File: src/rtl/cap_buf_chan.sv
module cap_buf_chan #(
  parameter int TW = 16,
  parameter int CW = 8
) (
  input  logic          clk,
  input  logic          rst_n,
  input  logic [TW-1:0] timer_val,
  input  logic          edge_pulse,
  input  logic          buf_en,
  input  logic          latch_mode,
  input  logic          sat_en,
  input  logic          latch_evt,
  input  logic          force_latch,
  output logic [TW-1:0] cap_q,
  output logic [TW-1:0] cap_hold,
  output logic [CW-1:0] cnt_q,
  output logic [CW-1:0] cnt_hold
);

  logic          latch_go;
  logic          q_push;
  logic [CW-1:0] cnt_base;
  logic [CW-1:0] cnt_next;

  assign latch_go = buf_en & latch_mode & (latch_evt | force_latch);
  assign q_push   = buf_en & ~latch_mode & edge_pulse;
  assign cnt_base = latch_go ? '0 : cnt_q;
  assign cnt_next = !edge_pulse ? cnt_base :
                    (sat_en && (&cnt_base)) ? cnt_base : cnt_base + 1'b1;

  always_ff @(posedge clk or negedge rst_n) begin
    if (!rst_n) begin
      cap_q    <= '0;
      cap_hold <= '0;
      cnt_q    <= '0;
      cnt_hold <= '0;
    end else begin
      cnt_q <= cnt_next;
      if (edge_pulse) cap_q <= timer_val;
      if (q_push || latch_go) cap_hold <= cap_q;
      if (latch_go) cnt_hold <= cnt_q;
    end
  end

endmodule


File: config.mk
export PLATFORM = sky130hd
export DESIGN_NAME = cap_buf_chan
export DESIGN_NICKNAME = d
export VERILOG_FILES = /design/src/rtl/cap_buf_chan.sv
export SDC_FILE = /design/constraint.sdc
export NUM_CORES = 1
export LEC_CHECK = 0
export BUFFER_PORTS_ARGS = -buffer_cell sky130_fd_sc_hd__buf_2
export CORE_ASPECT_RATIO = 1.75
export CORE_UTILIZATION = 53
export DETAILED_ROUTE_END_ITERATION = 7
export PLACE_DENSITY = 0.82
export SETUP_SLACK_MARGIN = 0.05
export SYNTH_ARGS = -nofsm -noshare
export SYNTH_HDL_FRONTEND = slang
export SYNTH_SLANG_ARGS = --single-unit
File: constraint.sdc
create_clock -name clk -period 2.91 [get_ports clk]
set_clock_uncertainty 0.05 [all_clocks]
set_input_delay 0.291 -clock clk [delete_from_list [all_inputs] [get_ports clk]]
set_output_delay 0.291 -clock clk [all_outputs]
set_load 0.01 [all_outputs]
# == Yosys cells after proc, flatten, opt, wreduce, memory -nomap -nowiden ==
# Cells that the tools add are included.
# totals
output_inout_bits,48
elab_cells,17
reg_bits,48
input_bits,24
# classes
bitwise_logic,6
reduce_logical,3
addsub,1
mux,3
# op_table
cell,count
$mux W8,3
$add A8 B1 Y8 const B,1
$reduce_and A8 Y1,1
$and A1 B1 Y1,4
$logic_and A1 B1 Y1,1
$logic_or A1 B1 Y1,1
$not A1 Y1,1
$or A1 B1 Y1,1

# == Logic depth before layout (Yosys ltp) ==
# logic_depth
depth_word,7
ltp_mapped,6
depth_no_buf,6

# == Worst setup path before layout ==
# No wires, ideal clock.
# synth_path
kind,input-to-reg
start,input force_latch
end,register cnt_q[0]
path_buffers,0
slack_ps,1130
path_stages,6
t_required_ps,2734
arrival_time_ps,1604
setup_time_ps,126
cell_sequence,o211ai_1 > and2_1 > ha_1 > and4_1 > a21bo_2 > a221o_1
# synth_via
elab_chain_len,7
elab_cells_between_ends,8
classes_between,add/sub: 1; mux: 3; bitwise: 2; reduce/logical: 2
# synth_rtl
item,line_no,text
from (decl),13,"input logic force_latch,"
$or A1 B1 Y1 (*),25,assign latch_go = buf_en & latch_mode & (latch_evt | force_latch);
$and A1 B1 Y1 (*),25,
$mux W8 (*),27,assign cnt_base = latch_go ? '0 : cnt_q;
branches (longest 3 deep; another with $add A8 B1 Y8),n/a,
$mux W8 (*),28,assign cnt_next = !edge_pulse ? cnt_base :
named net cnt_next[0],23,logic [CW-1:0] cnt_next;
to (signal assigned),38,cnt_q <= cnt_next;
to (decl),16,"output logic [CW-1:0] cnt_q,"
# Mark *: on every way through the listed nets, which the timed path passes.
# A chain may end at the register's enable or synchronous reset.

# == Worst setup path after layout ==
# layout_path
start,input latch_mode
end,register cnt_q[0]
# layout_via
elab_chain_len,7
elab_cells_between_ends,8
classes_between,add/sub: 1; mux: 3; bitwise: 2; reduce/logical: 2
# layout_rtl
item,line_no,text
from (decl),10,"input logic latch_mode,"
$and A1 B1 Y1 (*) (2 in a row),25,
$mux W8 (*),27,
branches (longest 3 deep; another with $add A8 B1 Y8),n/a,
$mux W8 (*),28,
named net cnt_next[0],23,
# Marked as above.

==> results.sh <==
export IMPL_antenna_found_initial=0
export IMPL_groute_usage_overall_pct=23.21
export IMPL_setup_worst_path_start="latch_mode"
export IMPL_area_growth_synth_to_final_pct=25.71
export IMPL_cts_hold_buffers=0
export IMPL_fmax_ghz=0.5352
export IMPL_first_global_vias=1527
export IMPL_status="completed"
export IMPL_num_rows=29
export IMPL_yosys_area_share_simple_pct=6.180
export IMPL_slew_violations=0
export IMPL_place_gp_congestion=0.9129
export IMPL_p_leak_nw=1.281
export IMPL_drv_cap=0
export IMPL_stdcell_area_sq_um=2545
export IMPL_fin_crit_sh_pct=64.21
export IMPL_drt_iter0_drc=37
export IMPL_ys_warn_count=0
export IMPL_fp_coreArea_sq_um=3628
export IMPL_die_x_um=48.72
export IMPL_synth_cell_types=29
export IMPL_cts_sinks=48
export IMPL_io_buffers=71
export IMPL_ys_seq_area_share_pct=59.33
export IMPL_synth_seq_cells=48
export IMPL_synth_xor_area_share_pct=0
export IMPL_grt_overflow_total=0
export IMPL_setup_tns_final_ps=0
export IMPL_routedWlPerCell_um=16.56
export IMPL_synthMuxAreaShare_pct=24.04
export IMPL_cts_tree="built"
export IMPL_vias=1477
export IMPL_critPathLaunchType="input pin"
export IMPL_totalPowerFinal_mw=1.702
export IMPL_timing_rr_start="cnt_q[1]"
export IMPL_initial_core_util_pct=55.79
export IMPL_period_minus_slack_ps=1868
export IMPL_hold_viol=0
export IMPL_final_cell_mix="buf_2, dfrtp_1, mux2_2"
export IMPL_clk_latency_ps=290
export IMPL_synth_nets=165
export IMPL_ant_nets=0
export IMPL_mostFrequentLayoutCell="buf_2"
export IMPL_cts_htree_levels=2
export IMPL_cp_max_fo=14
export IMPL_p_per_area_nw_per_um2=668.7
export IMPL_nets=240
export IMPL_grt_max_degree=49
export IMPL_post_cts_setup_buffer_count=0
export IMPL_vias_per_cell=5.637
export IMPL_layout_drive_gt1_share_pct=57.41
export IMPL_synth_area_per_cell_sq_um=14.46
export IMPL_cts_buffers=5
export IMPL_reg2reg_depth=5
export IMPL_setup_viol=0
export IMPL_synth_adder_area_share_pct=0.6180
export IMPL_synth_top_family_by_area="multiplexers"
export IMPL_first_pass_iters=4
export IMPL_rsz0062_at_grt="no"
export IMPL_cts_resized=0
export IMPL_dpl_hpwl_mm=3.294
export IMPL_hold_class="input pin to async pin"
export IMPL_worstPathArrival_ps=2000
export IMPL_antenna_cells=0
export IMPL_clkTransAtPathRegs_ps=80
export IMPL_synthCells=140
export IMPL_fin_hold_ws_ps=130.2
export IMPL_top_usage_layer="met2"
export IMPL_fp_dieH_um=83.76
export IMPL_grt_use_met2_pct=40.91
export IMPL_wl_mm=4.339
export IMPL_path_class="input pin to flop"
export IMPL_worst_pin_slew_ps=1029
export IMPL_slew_headroom_pct=31.38
export IMPL_cp_required_ps=3040
export IMPL_irDropWorstVdd_v=0.0005511
export IMPL_synth_compound_area_share_pct=7.231
export IMPL_drc=0
export IMPL_dieArea_sq_um=4081
export IMPL_worstSetupEndpointType="flop"
export IMPL_gr_usage_met3_pct=3.461
export IMPL_global_route_usage_met1_pct=27.18
export IMPL_placed_area_sq_um=2419
export IMPL_syn_area_sq_um=2024
export IMPL_ios=72
export IMPL_grt_first_pass_wirelength_mm=7.238
export IMPL_clock_path_buffers=2
export IMPL_cts_root_buf="clkbuf_8"
-- cell type report --
type / count / area (sq um)
multi-input combinational: 83 / 770.7
sequential: 48 / 1201
inverter: 3 / 11.26
timing repair buffer: 74 / 377.9
fill: 257 / 1084
clock buffer: 7 / 96.34
clock inverter: 1 / 30.03
tap: 46 / 57.56
-- cells by family (layout without fill, tap and decap cells) --
logic type / count (synthesis) / in the layout
muxes: 40 / 40
and+or+nand+nor: 23 / 23
DFF: 48 / 48
buffers and inverters: 9 / 85
AOI/OAI and AO/OA: 19 / 19
adders and majority gates: 1 / 1
-- worst paths after layout --
path / to / slack, ps
max: cnt_q[0] / 1040
min: cap_hold[3] / 130
max reg2reg: cnt_q[0] / 1090
min reg2reg: cnt_hold[6] / 430
max in group asynchronous: cap_q[13] / 2050
min in group clk: cap_q[13] / 180
-- registers in the layout, summed over array words and instances, names as in the netlist --
signal	flops
cap_q	16
cnt_q	8
cnt_hold	8
cap_hold	16
-- per-stage QoR --
stage	setup WS, ps	utilization, %	cells
finish	1042	70.14	262
global route	998.4	70.14	262
CTS	1066	70.14	262
detailed placement	756.5	66.66	254
global placement	841.2	66.66	254
floorplan	1130	-	140
-- synthesized netlist by cell type, drive strengths merged --
library cell	count	area, sq um
nor3	2	10.01
and2	2	12.51
clkbuf	3	11.26
nand2	6	22.52
o211ai	1	7.510
inv	3	11.26
ha	1	12.51
a32o	1	10.01
a31oi	2	12.51
o2111a	1	11.26
a221o	1	10.01
mux2	39	476.7
dfrtp	48	1201
nand3	3	15.01
and3	3	18.77
a21oi	6	30.03
and4	3	26.28
nand2b	1	6.260
o21ai	2	10.01
buf	3	30.03
nor2	3	13.77
a21bo	1	10.01
mux2i	1	10.01
a211oi	2	27.53
a311oi	2	17.52
-- routing by layer --
metal / share of wire, % / routed length [um]
met1: 38 / 1648
met2: 54 / 2362
met3: 5.1 / 222
met4: 2.4 / 105
met5: 0 / 0
-- report_power, final --
part	internal (mW)	switching, mW
clock	0.303	0.203
combinational	0.189	0.169
sequential	0.766	0.0712
-- critical path, cell delays in order --
cell      delay (ps)
buf_2            140
o211ai_1         110
buf_4            200
and2_1           180
ha_1             250
and4_1           270
a21bo_2          240
a221o_1          310
Power figures use the tool's default switching activity.
